--- config.mk ---
export PLATFORM = sky130hd
export DESIGN_NAME = burst_addr_gen
export DESIGN_NICKNAME = d
export VERILOG_FILES = /design/src/rtl/burst_pkg.sv /design/src/rtl/burst_seq_ctrl.sv /design/src/rtl/burst_order.sv /design/src/rtl/burst_addr_gen.sv
export SDC_FILE = /design/constraint.sdc
export NUM_CORES = 1
export LEC_CHECK = 0
export BUFFER_PORTS_ARGS = -buffer_cell sky130_fd_sc_hd__buf_2
export CORE_ASPECT_RATIO = 1.2
export CORE_MARGIN = 4
export CORE_UTILIZATION = 44
export DETAILED_ROUTE_END_ITERATION = 12
export HOLD_SLACK_MARGIN = 0.15
export PLACE_DENSITY = 0.81
export SLEW_MARGIN = 5
export SYNTH_ARGS = -nofsm -noshare
export SYNTH_HDL_FRONTEND = slang
export SYNTH_SLANG_ARGS = --single-unit
--- constraint.sdc ---
create_clock -name clk -period 1.8 [get_ports clk]
set_input_delay 0.09 -clock clk [delete_from_list [all_inputs] [get_ports clk]]
set_output_delay 0.09 -clock clk [all_outputs]
set_load 0.02 [all_outputs]
--- src/rtl/burst_pkg.sv ---
package burst_pkg;
  localparam int BEAT_W = 2;
  typedef logic [BEAT_W-1:0] beat_t;
endpackage

--- src/rtl/burst_seq_ctrl.sv ---
module burst_seq_ctrl (
  input  logic strobe_p_n,
  input  logic strobe_c_n,
  input  logic adv_n,
  input  logic sel,
  input  logic active,
  output logic do_load,
  output logic do_step,
  output logic do_drop
);
  logic any_strobe;
  always_comb begin
    any_strobe = !strobe_p_n || !strobe_c_n;
    do_load    = any_strobe && sel;
    do_drop    = any_strobe && !sel;
    do_step    = !any_strobe && !adv_n && active;
  end
endmodule

--- src/rtl/burst_order.sv ---
module burst_order
  import burst_pkg::*;
(
  input  beat_t start,
  input  beat_t beat,
  input  logic  interleave,
  output beat_t low
);
  always_comb begin
    if (interleave) low = start ^ beat;
    else            low = start + beat;
  end
endmodule

--- src/rtl/burst_addr_gen.sv ---
module burst_addr_gen
  import burst_pkg::*;
#(
  parameter int ADDR_W = 17
) (
  input  logic              clk,
  input  logic              rst,
  input  logic [ADDR_W-1:0] addr_in,
  input  logic              strobe_p_n,
  input  logic              strobe_c_n,
  input  logic              adv_n,
  input  logic              sel,
  input  logic              mode,
  output logic [ADDR_W-1:0] addr_out,
  output logic              burst_active
);
  localparam int UP_W = ADDR_W - BEAT_W;

  beat_t start_q, beat_q, beat_nx, low_nx;
  logic  do_load, do_step, do_drop;

  burst_seq_ctrl u_ctrl (
    .strobe_p_n (strobe_p_n),
    .strobe_c_n (strobe_c_n),
    .adv_n      (adv_n),
    .sel        (sel),
    .active     (burst_active),
    .do_load    (do_load),
    .do_step    (do_step),
    .do_drop    (do_drop)
  );

  assign beat_nx = beat_q + beat_t'(1);

  burst_order u_order (
    .start      (start_q),
    .beat       (beat_nx),
    .interleave (mode),
    .low        (low_nx)
  );

  always_ff @(posedge clk) begin
    if (rst) begin
      addr_out     <= '0;
      burst_active <= 1'b0;
      start_q      <= '0;
      beat_q       <= '0;
    end else if (do_load) begin
      addr_out     <= addr_in;
      burst_active <= 1'b1;
      start_q      <= addr_in[BEAT_W-1:0];
      beat_q       <= '0;
    end else if (do_drop) begin
      burst_active <= 1'b0;
    end else if (do_step) begin
      beat_q               <= beat_nx;
      addr_out[BEAT_W-1:0] <= low_nx;
    end
  end

  assert_reset_R1: assert property (@(posedge clk)
    rst |=> (addr_out == '0 && !burst_active));

  assert_load_p_R2: assert property (@(posedge clk) disable iff (rst)
    (!strobe_p_n && sel) |=> (addr_out == $past(addr_in) && burst_active));

  assert_load_c_R3: assert property (@(posedge clk) disable iff (rst)
    (!strobe_c_n && sel) |=> (addr_out == $past(addr_in) && burst_active));

  assert_upper_held_R8: assert property (@(posedge clk) disable iff (rst)
    (strobe_p_n && strobe_c_n) |=> $stable(addr_out[ADDR_W-1:BEAT_W]));

  assert_wait_hold_R9: assert property (@(posedge clk) disable iff (rst)
    (strobe_p_n && strobe_c_n && adv_n) |=> ($stable(addr_out) && $stable(burst_active)));

  assert_deselect_R10: assert property (@(posedge clk) disable iff (rst)
    ((!strobe_p_n || !strobe_c_n) && !sel) |=> ($stable(addr_out) && !burst_active));

  assert_idle_no_step_R4: assert property (@(posedge clk) disable iff (rst)
    (!burst_active && strobe_p_n && strobe_c_n) |=> $stable(addr_out));

  logic unused_up;
  assign unused_up = (UP_W > 0);
endmodule

; ---- After elaboration in Yosys (flattened, before gate mapping)
; Index checks and enable logic that the tools add are counted.
[totals]
input_bits = 24
output_inout_bits = 18
ff_bits = 22
[classes]
reduce_logical = 15
muxes = 6
add_sub_neg = 2
bitwise = 2
n_eq_ne = 1
[op_table]
columns = operator, n
row1 = 2-bit two-way mux, 4
row2 = 1-bit logical NOT, 5
row3 = 1-bit logical AND, 4
row4 = 2-bit AND reduction, 2
row5 = 2-bit nonzero test, 2
row6 = "2-bit by 1-bit adder with 2-bit output, second input constant", 1
row7 = 2-bit adder, 1
row8 = 1-bit two-way mux, 2
row9 = "2-bit != test, second input constant", 1
row10 = 2-bit OR reduction, 1
row11 = 2-bit XOR, 1
row12 = 1-bit logical OR, 1
row13 = 1-bit NOT, 1

; ---- Depth between registers and ports, before layout
[depth]
depth_word = 8
ltp_mapped = 5
depth_no_buf = 5

; ---- Cells and area by module
; From an unflattened synthesis, not the netlist that was laid out.
[unflattened]
hier_cells = 88
area_unflattened_um2 = 873.3
[by_module_without_submodules]
columns = module, area_each_um2, instances, cells_each, seq_area_each_um2
row1 = burst_addr_gen, 814.5, 1, 81, 440.4
row2 = burst_order, 36.3, 1, 4, 0.0
row3 = burst_seq_ctrl, 22.5, 1, 3, 0.0

; ---- Worst setup path before layout
; OpenSTA, ideal clock, no wires.
[synth_path]
path_type = register to register
start = reg beat_q[0]
end = reg addr_out[1]
arrival_time_ps = 1195
setup_time_ps = 106
stages_incl_launch_ff = 6
period_less_slack_ps = 1301
path_slack_ps = 499
path_cell_list = dfxtp_1 > inv_1 > ha_1 > nor2b_4 > xnor3_1 > o311ai_0
[synth_between]
elab_chain_len = 6
[synth_rtl]
columns = element, line_no
row1 = "start, declared", burst_addr_gen.sv:19  ; beat_t start_q, beat_q, beat_nx, low_nx;
row2 = "start signal, assigned", burst_addr_gen.sv:56  ; beat_q <= beat_nx;
row3 = 2-bit by 1-bit adder with 2-bit output, burst_addr_gen.sv:33  ; assign beat_nx = beat_q + beat_t'(1);
row4 = net beat_nx[0], burst_addr_gen.sv:19
row5 = 2-bit adder, burst_order.sv:11  ; else low = start + beat;
row6 = 2-bit two-way mux, burst_order.sv:10  ; if (interleave) low = start ^ beat;
row7 = 2-bit two-way mux, burst_addr_gen.sv:55  ; end else if (do_step) begin
row8 = 2-bit two-way mux, burst_addr_gen.sv:53  ; end else if (do_drop) begin
row9 = 2-bit two-way mux, burst_addr_gen.sv:48  ; end else if (do_load) begin
row10 = "end signal, assigned", burst_addr_gen.sv:49  ; addr_out <= addr_in;
row11 = "end signal, assigned by index", burst_addr_gen.sv:57  ; addr_out[BEAT_W-1:0] <= low_nx;
row12 = "end, declared", burst_addr_gen.sv:14  ; output logic [ADDR_W-1:0] addr_out,
; The timed path passes the listed nets, and every way through them passes these cells. The select of a mux whose other input is x is not followed.
; A chain may end at the register's enable or synchronous reset.

; ---- Final worst setup path
; Ends and elaborated chain as after synthesis.

==> results.sh <==
export IMPL_ff2ff_setup_slack_ns=0.39
export IMPL_post_cts_buffers=0
export IMPL_grt_max_degree=24
export IMPL_cts_path_max_buffers=2
export IMPL_max_slew_margin=0.727
export IMPL_drt_iter0_drc=13
export IMPL_fp_dieH_um=56.9
export IMPL_combPwrFrac=0.189
export IMPL_htreeDepth=1
export IMPL_status="finished clean"
export IMPL_synth_fp_nets=125
export IMPL_clock_latency_ns=0.29
export IMPL_cp_slowest_cell="dfxtp_1"
export IMPL_drc=0
export IMPL_hold_class="input pin to register"
export IMPL_p_sw_uw=252
export IMPL_dp_slack_ns=0.391
export IMPL_synth_xor_area_frac=0.0456
export IMPL_grt_pass1_wl_um=3900
export IMPL_placed_area_mm2=0.00109
export IMPL_route_final_wire_length_um=2250
export IMPL_p_seq_frac=0.539
export IMPL_start_util=0.469
export IMPL_p_int_uw=724
export IMPL_gp_congestion=0.740
export IMPL_sw_frac_of_total=0.258
export IMPL_path_cells="inv_1 -> ha_1 -> nor2b_4 -> xnor3_1 -> o311ai_0"
export IMPL_cts_made_buffers=3
export IMPL_vias=909
export IMPL_synthSimpleGateAreaFrac=0.235
export IMPL_portBuffers=41
export IMPL_grt_usage=0.172
export IMPL_start_kind="register"
export IMPL_synth_area_top_cells="dfxtp_1, nand2_1, a21oi_1"
export IMPL_n_antenna_cell=0
export IMPL_leakage_nw=0.619
export IMPL_dieArea_mm2=0.00277
export IMPL_synth_top_area_frac=0.502
export IMPL_synth_adder_area_share=0.0143
export IMPL_syn_to_final_growth_pct=49.8
export IMPL_yosysSeqAreaShare=0.502
export IMPL_final_area_mm2=0.00131
export IMPL_rsz0062_at_grt="no"
export IMPL_maxCapViolCount=0
export IMPL_ys_types=25
export IMPL_yosys_register_bits=22
export IMPL_critical_path_class="register to register"
export IMPL_tightest_slew_ns=0.410
export IMPL_setup_ws_ns=0.388
export IMPL_tritoncts="yes"
export IMPL_synthMuxAreaShare=0.0114
export IMPL_yosys_area_top_type="dfxtp_1"
export IMPL_drt_pass1_iter_count=4
export IMPL_max_freq_mhz=708
export IMPL_synth_warnings=0
export IMPL_row_count=17
export IMPL_layout_nets=186
export IMPL_powerDensity_mw_per_mm2=742
export IMPL_arrival_ns=1.61
export IMPL_drive_gt1_frac=0.313
export IMPL_core_area_mm2=0.00187
export IMPL_synth_compound_area_share=0.157
export IMPL_syn_area_um2=877
export IMPL_fin_tns_setup_ns=0
export IMPL_dp_hpwl_um=1480
export IMPL_clock_skew_ns=0.00374
export IMPL_post_drt_via_cell_ratio=5.08
export IMPL_fin_crit_ns=1.41
export IMPL_hold_viol_final=0
export IMPL_clk_pin_slew_ns=0.12
export IMPL_netlist_instances=100
export IMPL_fin_crit_sh=0.784
export IMPL_synth_top_family_by_area="simple AND/OR/NAND/NOR gates"
export IMPL_ios=42
export IMPL_cp_end_kind="register"
export IMPL_cts_root_buffer="clkbuf_4"
export IMPL_fin_cells=179
export IMPL_grt_overflow_total=0
export IMPL_clock_power_share=0.272
export IMPL_drv_slew=0
export IMPL_worstPathRequired_ns=2.00
export IMPL_die_w_um=48.8
export IMPL_crit_fanout=4
export IMPL_avgSynthCellArea_um2=8.77
export IMPL_utilization=0.702
export IMPL_ir_drop_uv=523
export IMPL_grt_pass1_vias=858
export IMPL_antenna_left=0
export IMPL_power_total_uw=975
export IMPL_clock_sinks=22
export IMPL_antenna_found_initial=0
export IMPL_whs_ns=0.199
export IMPL_post_drt_wl_per_cell_um=12.5
export IMPL_dp_cells=156
export IMPL_cpPeakStageDelay_ns=0.35
export IMPL_setup_violations=0
[cells by family (layout without fill, tap and decap cells)]
group,after synthesis,count (layout)
DFF,22,22
AOI/OAI and AO/OA,24,24
xor gates and xnor gates,3,3
adders and majority gates,1,1
buffers and inverters,6,66
muxes,1,1
and+or+nand+nor,43,43
[final cells by class]
class,instances,area [um2]
fill,149,558
multi-input combinational,72,407
inverter,1,3.75
tap,19,23.8
timing repair buffer,61,403
sequential,22,440
clock buffer,4,36.3
[per-layer routing]
layer,vias to the layer above,GRT usage,wire [um]
met4,0,0.0577,53
met5,-,0,0
li1,456,-,-
met1,411,0.208,947
met2,36,0.289,1090
met3,6,0.0477,156
[final timing paths]
check | from | endpoint | depth (start not counted)
worst min-delay path | adv_n | addr_out[1] | 3
worst max-delay path | beat_q[0] | addr_out[1] | 5
worst min register to register | addr_out[8] | addr_out[8] | 2
worst max register to register | beat_q[0] | addr_out[1] | 5
[cells in the mapped netlist, drive strengths merged]
cell type  count
o311ai         1
xnor3          1
a211oi         1
nand3b         1
a21boi         1
nand3          1
ha             1
xor2           1
nor2           2
or3            1
a21bo          1
buf            5
a21oi         19
nand2b         1
xnor2          1
nand2         34
inv            1
dfxtp         22
nor2b          1
o21ai          1
nand4b         2
mux2i          1
[state kept, by name, summed over array words and instances (netlist names)]
name and cells:
start_q 2, beat_q 2, burst_active 1, addr_out 17
[timing repair]
action                    CTS  global route
gates resized for setup     0             0
hold buffers               19             0
hold endpoints to repair   20             0
[worst max-delay path: cells and delay by family (launching register included)]
family / cells / cell delay [ns]
AO/OA/AOI/OAI: 1 / 0.25
buffers and inverters: 1 / 0.08
XOR/XNOR: 1 / 0.30
adder cells (fa/ha/maj): 1 / 0.20
flip-flops: 1 / 0.35
AND/OR/NAND/NOR: 1 / 0.13
[power groups by stage]
stage | clock network, mW | logic, mW | registers, mW
6_report | 0.265 | 0.184 | 0.526
5_1_grt | 0.302 | 0.202 | 0.530
4_1_cts | 0.267 | 0.184 | 0.526
3_5_place_dp | 0 | 0.152 | 0.537
3_3_place_gp | 0 | 0.149 | 0.536
2_1_floorplan | 0 | 0.0621 | 0.565
[layout by cell type, fill, tap and decap left out, drive strengths merged, types with 2 or more instances in the layout]
cell type and instances:
dfxtp 22, clkbuf 4, nand2 34, dlygate4sd3 19, nand4b 2, a21oi 19, nor2 2, buf 42
No activity file was read; power rests on OpenSTA's default activity.
